## config.mk

```make
export PLATFORM = sky130hd
export DESIGN_NAME = spill_acq_sequencer
export DESIGN_NICKNAME = d
export VERILOG_FILES = /design/src/rtl/spill_seq_pkg.sv /design/src/rtl/spill_seq_ctrl.sv /design/src/rtl/spill_seq_datapath.sv /design/src/rtl/spill_acq_sequencer.sv
export SDC_FILE = /design/constraint.sdc
export NUM_CORES = 1
export LEC_CHECK = 0
export ABC_CLOCK_PERIOD_IN_PS = 3200
export BUFFER_PORTS_ARGS = -buffer_cell sky130_fd_sc_hd__buf_2
export CAP_MARGIN = 0
export CORE_MARGIN = 3
export CORE_UTILIZATION = 45
export CTS_CLUSTER_SIZE = 12
export DETAILED_ROUTE_END_ITERATION = 10
export PLACE_DENSITY = 0.62
export RECOVER_POWER = 25
export SLEW_MARGIN = 20
export SYNTH_ARGS = -nofsm -noshare
export SYNTH_HDL_FRONTEND = slang
export SYNTH_SLANG_ARGS = --single-unit
```

## constraint.sdc

```tcl
create_clock -name clk -period 3.2 [get_ports clk]
set_input_delay 0.16 -clock clk [delete_from_list [all_inputs] [get_ports clk]]
set_output_delay 0.16 -clock clk [all_outputs]
set_load 0.03 [all_outputs]
```

## src/rtl/spill_seq_pkg.sv

```systemverilog
package spill_seq_pkg;
  localparam int REC_W = 32;
  localparam int ADC_W = 10;
  localparam int IDX_W = 5;
  localparam int TS_W  = 16;

  typedef enum logic [1:0] {ST_IDLE, ST_ACQ, ST_POST, ST_READ} seqState_t;

  typedef struct packed {
    logic             spillStart;
    logic             hitEnable;
    logic             capture;
    logic [IDX_W-1:0] chan;
    logic [TS_W-1:0]  slice;
  } ctlStrobes_t;
endpackage

```

## src/rtl/spill_seq_ctrl.sv

```systemverilog
module spill_seq_ctrl
  import spill_seq_pkg::*;
#(
  parameter int INTEG_TICKS = 130,
  parameter int RESET_TICKS = 30,
  parameter int N_PERIODS   = 23,
  parameter int POST_TICKS  = 16,
  parameter int N_CHAN      = 32,
  parameter int MUX_DIV     = 40
) (
  input  logic        clk,
  input  logic        rstN,
  input  logic        spillTrig,
  output logic        preReset,
  output logic        plnClk,
  output logic        digReset,
  output logic        muxClk,
  output logic        busy,
  output logic        busyErr,
  output ctlStrobes_t strb
);
  localparam int PERIOD    = INTEG_TICKS + RESET_TICKS;
  localparam int HALF      = PERIOD / 2;
  localparam int DIG_PHASE = INTEG_TICKS + RESET_TICKS / 2;
  localparam int N_SLICES  = 2 * N_PERIODS;
  localparam int PH_W  = $clog2(PERIOD + 1);
  localparam int PER_W = $clog2(N_PERIODS + 1);
  localparam int PST_W = $clog2(POST_TICKS + 1);
  localparam int DIV_W = $clog2(MUX_DIV + 1);
  localparam int CH_W  = $clog2(N_CHAN + 1);
  localparam int SL_W  = $clog2(N_SLICES + 1);

  seqState_t        state;
  logic [PH_W-1:0]  phase;
  logic [PER_W-1:0] period;
  logic [PST_W-1:0] waitCnt;
  logic [DIV_W-1:0] div;
  logic [CH_W-1:0]  chan;
  logic [SL_W-1:0]  slice;

  always_ff @(posedge clk) begin
    if (!rstN) begin
      state   <= ST_IDLE;
      phase   <= '0;
      period  <= '0;
      waitCnt <= '0;
      div     <= '0;
      chan    <= '0;
      slice   <= '0;
      busyErr <= 1'b0;
    end else begin
      if (spillTrig && state != ST_IDLE) busyErr <= 1'b1;
      case (state)
        ST_IDLE: if (spillTrig) begin
          state  <= ST_ACQ;
          phase  <= '0;
          period <= '0;
        end
        ST_ACQ: if (phase == PH_W'(PERIOD - 1)) begin
          phase <= '0;
          if (period == PER_W'(N_PERIODS - 1)) begin
            state   <= ST_POST;
            waitCnt <= '0;
          end else period <= period + 1'b1;
        end else phase <= phase + 1'b1;
        ST_POST: if (waitCnt == PST_W'(POST_TICKS - 1)) begin
          state <= ST_READ;
          div   <= '0;
          chan  <= '0;
          slice <= '0;
        end else waitCnt <= waitCnt + 1'b1;
        ST_READ: if (div == DIV_W'(MUX_DIV - 1)) begin
          div <= '0;
          if (chan == CH_W'(N_CHAN - 1)) begin
            chan <= '0;
            if (slice == SL_W'(N_SLICES - 1)) state <= ST_IDLE;
            else slice <= slice + 1'b1;
          end else chan <= chan + 1'b1;
        end else div <= div + 1'b1;
        default: state <= ST_IDLE;
      endcase
    end
  end

  always_comb begin
    preReset = (state == ST_ACQ) && (phase >= PH_W'(INTEG_TICKS));
    plnClk   = (state == ST_ACQ) && (phase == '0 || phase == PH_W'(HALF));
    digReset = (state == ST_ACQ) && (phase == PH_W'(DIG_PHASE));
    muxClk   = (state == ST_READ) && (div < DIV_W'(MUX_DIV / 2));
    busy     = (state != ST_IDLE);
    strb.spillStart = (state == ST_IDLE) && spillTrig;
    strb.hitEnable  = (state == ST_ACQ);
    strb.capture    = (state == ST_READ) && (div == DIV_W'(MUX_DIV - 1));
    strb.chan       = IDX_W'(chan);
    strb.slice      = TS_W'(slice);
  end

  assert_dig_inside_reset_R3: assert property (@(posedge clk) disable iff (!rstN)
    digReset |-> preReset);
  assert_pln_single_tick_R2: assert property (@(posedge clk) disable iff (!rstN)
    plnClk |=> !plnClk);
  assert_retrigger_flags_R9: assert property (@(posedge clk) disable iff (!rstN)
    (spillTrig && busy) |=> busyErr);
  assert_err_sticky_R9: assert property (@(posedge clk) disable iff (!rstN)
    busyErr |=> busyErr);
endmodule

```

## src/rtl/spill_seq_datapath.sv

```systemverilog
module spill_seq_datapath
  import spill_seq_pkg::*;
#(
  parameter int NUM_DISC = 16
) (
  input  logic                clk,
  input  logic                rstN,
  input  ctlStrobes_t         strb,
  input  logic [NUM_DISC-1:0] discIn,
  input  logic [ADC_W-1:0]    adcData,
  output logic                recValid,
  output logic [REC_W-1:0]    recData
);
  logic [NUM_DISC-1:0] discPrev, pending, rise, grant;
  logic [TS_W-1:0]     stamps [NUM_DISC];
  logic [TS_W-1:0]     tsCnt;
  logic [IDX_W-1:0]    sel;
  logic                found;

  assign rise = discIn & ~discPrev;

  always_comb begin
    grant = '0;
    sel   = '0;
    found = 1'b0;
    for (int i = 0; i < NUM_DISC; i++) begin
      if (pending[i] && !found) begin
        found    = 1'b1;
        sel      = IDX_W'(i);
        grant[i] = !strb.capture;
      end
    end
  end

  always_ff @(posedge clk) begin
    if (!rstN) begin
      discPrev <= '0;
      pending  <= '0;
      tsCnt    <= '0;
      recValid <= 1'b0;
      recData  <= '0;
      for (int i = 0; i < NUM_DISC; i++) stamps[i] <= '0;
    end else begin
      discPrev <= discIn;
      tsCnt    <= strb.spillStart ? '0 : tsCnt + 1'b1;
      recValid <= 1'b0;
      if (strb.capture) begin
        recValid <= 1'b1;
        recData  <= {strb.slice, 1'b0, strb.chan, adcData};
      end else if (found) begin
        recValid <= 1'b1;
        recData  <= {stamps[sel], 1'b1, sel, {ADC_W{1'b0}}};
      end
      for (int i = 0; i < NUM_DISC; i++) begin
        if (strb.hitEnable && rise[i] && !pending[i]) begin
          pending[i] <= 1'b1;
          stamps[i]  <= tsCnt;
        end else if (grant[i]) begin
          pending[i] <= 1'b0;
        end
      end
    end
  end

  assert_drained_before_capture_R8: assert property (@(posedge clk) disable iff (!rstN)
    strb.capture |-> (pending == '0));
  assert_sample_record_R5: assert property (@(posedge clk) disable iff (!rstN)
    strb.capture |=> (recValid && !recData[15]));
endmodule

```

## src/rtl/spill_acq_sequencer.sv

```systemverilog
module spill_acq_sequencer
  import spill_seq_pkg::*;
#(
  parameter int INTEG_TICKS = 130,
  parameter int RESET_TICKS = 30,
  parameter int N_PERIODS   = 23,
  parameter int POST_TICKS  = 16,
  parameter int N_CHAN      = 32,
  parameter int MUX_DIV     = 40,
  parameter int NUM_DISC    = 16
) (
  input  logic                clk,
  input  logic                rstN,
  input  logic                spillTrig,
  input  logic [NUM_DISC-1:0] discIn,
  input  logic [9:0]          adcData,
  output logic                preReset,
  output logic                plnClk,
  output logic                digReset,
  output logic                muxClk,
  output logic                busy,
  output logic                busyErr,
  output logic                recValid,
  output logic [31:0]         recData
);
  ctlStrobes_t strb;

  spill_seq_ctrl #(
    .INTEG_TICKS(INTEG_TICKS), .RESET_TICKS(RESET_TICKS), .N_PERIODS(N_PERIODS),
    .POST_TICKS(POST_TICKS), .N_CHAN(N_CHAN), .MUX_DIV(MUX_DIV)
  ) ctrl (
    .clk(clk), .rstN(rstN), .spillTrig(spillTrig), .preReset(preReset),
    .plnClk(plnClk), .digReset(digReset), .muxClk(muxClk), .busy(busy),
    .busyErr(busyErr), .strb(strb)
  );

  spill_seq_datapath #(.NUM_DISC(NUM_DISC)) dpath (
    .clk(clk), .rstN(rstN), .strb(strb), .discIn(discIn), .adcData(adcData),
    .recValid(recValid), .recData(recData)
  );
endmodule

```

; After elaboration in Yosys (flattened, before gate mapping)
; Memory sizes are Yosys's and may differ from the RTL's.
; Cells that the tools add are included.
[op_classes]
n_shift = 0
mul = 0
reduce_logical = 119
n_mux = 177
order_cmp = 2
addsub = 7
n_div = 0
eq_ne = 21
n_bitwise = 19
[op_table]
columns = op, n
row1 = 16-bit two-way mux, 16
row2 = 1-bit two-way mux, 116
row3 = 1-bit logical AND, 54
row4 = 22-bit two-way mux, 2
row5 = 6-bit two-way mux, 7
row6 = 2-bit nonzero test, 21
row7 = 6-bit case mux with 2 select lines, 3
row8 = 1-bit zero test, 32
row9 = 4-bit two-way mux, 8
row10 = 5-bit two-way mux, 6
row11 = 5-bit case mux with 2 select lines, 2
row12 = "6-bit by 1-bit adder with 6-bit output, second input constant", 3
row13 = 2-bit two-way mux, 9
row14 = "16-bit by 1-bit adder with 16-bit output, second input constant", 1
row15 = 16-bit bitwise AND, 1
row16 = "8-bit equality test, second input constant", 2
row17 = 8-bit two-way mux, 2
row18 = 16-bit inverter, 1
row19 = 1-bit OR, 16
row20 = 8-bit case mux with 2 select lines, 1
row21 = "6-bit equality test, second input constant", 2
row22 = 3-bit two-way mux, 4
row23 = "2-bit != test, second input constant", 6
row24 = "5-bit by 1-bit adder with 5-bit output, second input constant", 2
row25 = 21 further kinds, 28
[word_totals]
out_inout_bits = 39
mem_bits_ro = 0
n_memories = 1
latch_bits = 0
ramBits = 256
register_bits = 120
[mem_list]
columns = name, words, word_bits, rd, rd_clocked_by_memory_dff, write_ports, line
row1 = dpath.stamps, 16, 16, 1, 0, 16, spill_seq_datapath.sv:15  ; logic [TS_W-1:0] stamps [NUM_DISC];

; Longest topological paths before layout
; An unclocked memory read counts as a cell.
[depth]
ltp_word = 49
mapped_depth = 11
mapped_depth_nobuf = 9

; Cells and area by module
; Synthesis repeated with hierarchy kept, for this count alone.
[unflattened]
cells_unflattened = 1470
area_unflattened_um2 = 16519.6
[by_module_without_submodules]
columns = mod, area_each_um2, n_inst, cells_each
row1 = spill_seq_datapath, 14183.6, 1, 1181
row2 = spill_seq_ctrl, 2336.0, 1, 289

; Worst setup path after synthesis
; No wires, ideal clock.
[synth_timing]
path_kind = register -> register
from = register ctrl.state[1]
to = memory dpath.stamps[0][0] (enable)
path_stages_with_launch = 10
setup_time_ps = 372
period_less_slack_ps = 2750
setup_slack_ps = 450
t_arrival_ps = 2378
cell_sequence = dfxtp_1 > inv_1 > ha_1 > clkbuf_1 > inv_1 > clkbuf_1 > or4b_2 > clkbuf_1 > buf_1 > nand2_1
[synth_lines]
columns = element, line
row1 = from (decl), spill_seq_ctrl.sv:33  ; seqState_t state;
row2 = from (signal assigned), spill_seq_ctrl.sv:43  ; state <= ST_IDLE;
row3 = from (signal assigned), spill_seq_ctrl.sv:55  ; state <= ST_ACQ;
row4 = from (signal assigned), spill_seq_ctrl.sv:62  ; state <= ST_POST;
row5 = to (decl), spill_seq_datapath.sv:15

; Worst setup path after layout
[layout_timing]
from = register dpath.pending[11]
to = register dpath.recData[23]
[layout_between]
elab_chain_cells = 15
[layout_rtl]
columns = element, line
row1 = from (decl), spill_seq_datapath.sv:14  ; logic [NUM_DISC-1:0] discPrev, pending, rise, grant;
row2 = from (signal assigned), spill_seq_datapath.sv:38  ; pending <= '0;
row3 = "from (signal, indexed assignment)", spill_seq_datapath.sv:56  ; pending[i] <= 1'b1;
row4 = "from (signal, indexed assignment)", spill_seq_datapath.sv:59  ; pending[i] <= 1'b0;
row5 = 1-bit logical AND *, spill_seq_datapath.sv:27  ; if (pending[i] && !found) begin
row6 = 1-bit two-way mux, spill_seq_datapath.sv:27
row7 = 1-bit zero test, spill_seq_datapath.sv:27
row8 = 1-bit logical AND, spill_seq_datapath.sv:27
row9 = 1-bit two-way mux, spill_seq_datapath.sv:27
row10 = 1-bit zero test, spill_seq_datapath.sv:27
row11 = 1-bit logical AND, spill_seq_datapath.sv:27
row12 = 1-bit two-way mux, spill_seq_datapath.sv:27
row13 = 1-bit zero test, spill_seq_datapath.sv:27
row14 = 1-bit logical AND, spill_seq_datapath.sv:27
row15 = 1-bit two-way mux, spill_seq_datapath.sv:27
row16 = 1-bit zero test, spill_seq_datapath.sv:27
row17 = 1-bit logical AND, spill_seq_datapath.sv:27
row18 = 4-bit two-way mux, spill_seq_datapath.sv:27
row19 = memory 16 x 16 bit, n/a
row20 = to (signal assigned), spill_seq_datapath.sv:49  ; recData <= {strb.slice, 1'b0, strb.chan, adcData};
row21 = to (signal assigned), spill_seq_datapath.sv:52  ; recData <= {stamps[sel], 1'b1, sel, {ADC_W{1'b0}}};
row22 = to (decl), spill_seq_datapath.sv:12  ; output logic [REC_W-1:0] recData
; Every way passes the cells marked *; elsewhere a longest branch is shown, timed or not.
; A chain may end at the register's enable or synchronous reset.

==> metrics.txt <==
setup slack, reg-to-reg=0.33 ns; Mapped Area=between 0.015 and 0.02 sq mm; Syn Inst Count=1441; overall routing resource usage=22.8%; Detail Route Antenna Nets=0; PortBufs=67; Post-DP HPWL=about 27000 um; placed cell area=approximately 0.017 sq mm; total I/O pin count=68; CP arrival=about 3.3 ns; worst IR drop on VDD=0.396 mV; residual DRC count=0; CTS Buffer Depth=3; area grow syn2layout=14.8%; htree depth=2; Period minus WS final=2.87 ns; CP Max Fanout=22; setup violators final=0; final hold vios=0; cell row count=69; XOR/XNOR share of the synthesized area=1.60%; Worst R2R Path Depth=9; Storage cell area=0.0101 sq mm; CP endpoint kind=flop; Startpoint Class=flop; post_cts resized=0; multi-input logic area=0.00577 sq mm; # Post-CTS Setup Buffers=0; worst hold path type=in2reg; RSZ-0062 raised after global routing=false; largest net degree at the start of global routing=between 100 and 150; Max Slew Vio Count=0; worst reg2reg startpoint=dpath.pending[11]; worst hold margin=around 0.19 ns; design area=0.0189 sq mm; Clock Skew=0.0210 ns; Unique masters post-synth=between 70 and 80; Post-Route WL=~44000 um; outcome=finished clean; total number of yosys warnings=0; CTS root buffer=clkbuf_16; vias in the first global route=approximately 11k; Die ar.=0.0389 sq mm; fraction of the mapped netlist area in compound gates=10.4%; hold path depth=3; Avg Cell Area, Syn=11.4 sq um; WS Path Type=reg2reg; Worst EP required=approximately 3.6 ns; Initial Utilization=45.9%; Post-synth EDFFs=256; fraction of registers with async set/reset=0%; simple-gate portion of the synthesized area=16.5%; post-synthesis sequential element count=approximately 380; global-route wire length before repair=67600 um; hold-fix buffer count after cts=27; TritonCTS clock tree=done; Syn Nets=between 1k and 1.5k; Setup crit end=dpath.recData[23]; worst skew pair latency=approximately 0.56 ns; Worst slew margin=4.26%; final worst slack=between 0.3 and 0.4 ns; CTS sink cnt=about 380; largest family of logic cells by synthesized area=simple AND/OR/NAND/NOR gates; period utilization=between 80% and 90%; register area share after synthesis=61.4%; mux contribution to synthesized area=5.11%; Placer Congestion=0.826; Fillers=3126; RR Endpoint=dpath.recData[23]; MaxCap Viol Count=0; Fmax achieved=349 MHz; core box area=0.0358 sq mm; drt via density=5.70; Leak Pwr=0.00676 uW; Adder-Cell Fraction of Synth Area=under 10%; dpl ws=0.347 ns; wire length per cell=21.6 um; CTS Buf Count=a little over 40; ys flop type=edfxtp_1; PD cells=~900 mW/mm^2; Inserted Diodes=0; layout cells sized above 1=12.1%; DIE HEIGHT=roughly 200 um; Worst-path clk slew=roughly 0.060 ns; gr ovfl total=0; drt first pass iters=7; 1st-iter DRT viols=1039; CP Launch Point=dpath.pending[11]; via count of the routed design=11.6k; worst slew pin tran=1.44 ns; fin util=52.7%; initial antenna violation count=0; Nets=1589; die span in x=approximately 200 um; setup TNS=0 ns
[critical path: stages (launching register included)]
cell	delay (ns)
dfxtp_1	0.38
nor4_2	0.54
nand4_2	0.23
o22ai_4	0.45
buf_12	0.21
buf_12	0.18
mux2i_1	0.22
o22ai_1	0.14
o211ai_1	0.26
nand3_1	0.10
[cells by family (layout without fill, tap and decap cells)]
kind of cell,after synthesis,in the layout
simple gates,587,587
flops,376,376
compound gates,230,230
buf+inv,130,264
mux,71,71
xor+xnor,30,30
fa+ha+maj,17,17
[sequential cells by signal (all words and copies together), names as in the netlist]
register	count
dpath.stamps	256
dpath.recData	32
dpath.discPrev	16
dpath.pending	16
dpath.tsCnt	16
ctrl.phase	8
ctrl.chan	6
ctrl.div	6
ctrl.slice	6
ctrl.period	5
ctrl.waitCnt	5
ctrl.state	2
ctrl.busyErr	1
dpath.recValid	1
[placed cells by master, fill, tap and decap left out, types with 35 or more instances in the layout]
cell type and n:
nor2_1 226, buf_4 54, clkbuf_1 65, clkbuf_16 43, inv_1 35, nand2_1 175
dfxtp_1 120, nand3_1 48, mux2i_1 52, edfxtp_1 256
[per-stage QoR]
step | cells | power, uW
6_report | 2036 | 16700
5_1_grt | 2036 | 17600
4_1_cts | 2036 | 16800
3_5_place_dp | 1934 | 12300
3_3_place_gp | 1934 | 12300
2_1_floorplan | 1441 | 10300
[worst min path at each step]
stage                          start                end  slack [ns]
after floorplan           adcData[1]   dpath.recData[1]        0.29
after global placement    adcData[5]   dpath.recData[5]        0.37
after detailed placement  adcData[5]   dpath.recData[5]        0.38
after CTS                       rstN  dpath.pending[13]        0.18
after global routing            rstN  dpath.pending[11]        0.20
final                           rstN       ctrl.chan[3]        0.19
[cell usage after synthesis, types with 23 or more instances]
library cell / count / share of area (%)
a21oi_1: 30 / 0.91
clkbuf_1: 63 / 1.4
dfxtp_1: 120 / 15
edfxtp_1: 256 / 47
inv_1: 35 / 0.80
mux2i_1: 52 / 3.2
nand2_1: 175 / 4.0
nand3_1: 48 / 1.5
nor2_1: 227 / 5.2
nor2b_1: 27 / 1.0
o211ai_1: 23 / 1.1
o21ai_0: 35 / 1.1
[area by class of cell]
type / instances / area share, %
Sequential cell: 376 / 53.5
Clock buffer: 61 / 6.11
Clock inverter: 14 / 0.477
Inverter: 35 / 0.696
Tap cell: 461 / 3.06
Timing Repair Buffer: 154 / 5.60
Multi-Input combinational cell: 935 / 30.6
[per-layer routing]
metal	vias to the layer above	routed length (um)	global-route usage (%)
met2	404	20500	36.7
li1	5414	-	-
met3	70	3290	4.74
met5	-	0	0
met1	5713	19100	31.3
met4	0	1100	6.68
[power by group]
group / total [uW] / internal (uW) / leakage, uW / switching, uW
logic: 6220 / 2140 / 0.00250 / 4080
clock network: 4440 / 2570 / 0.000606 / 1870
registers: 6070 / 5790 / 0.00365 / 279
total: 16700 / 10500 / 0.00676 / 6230
(Power assumes the default switching activity.)
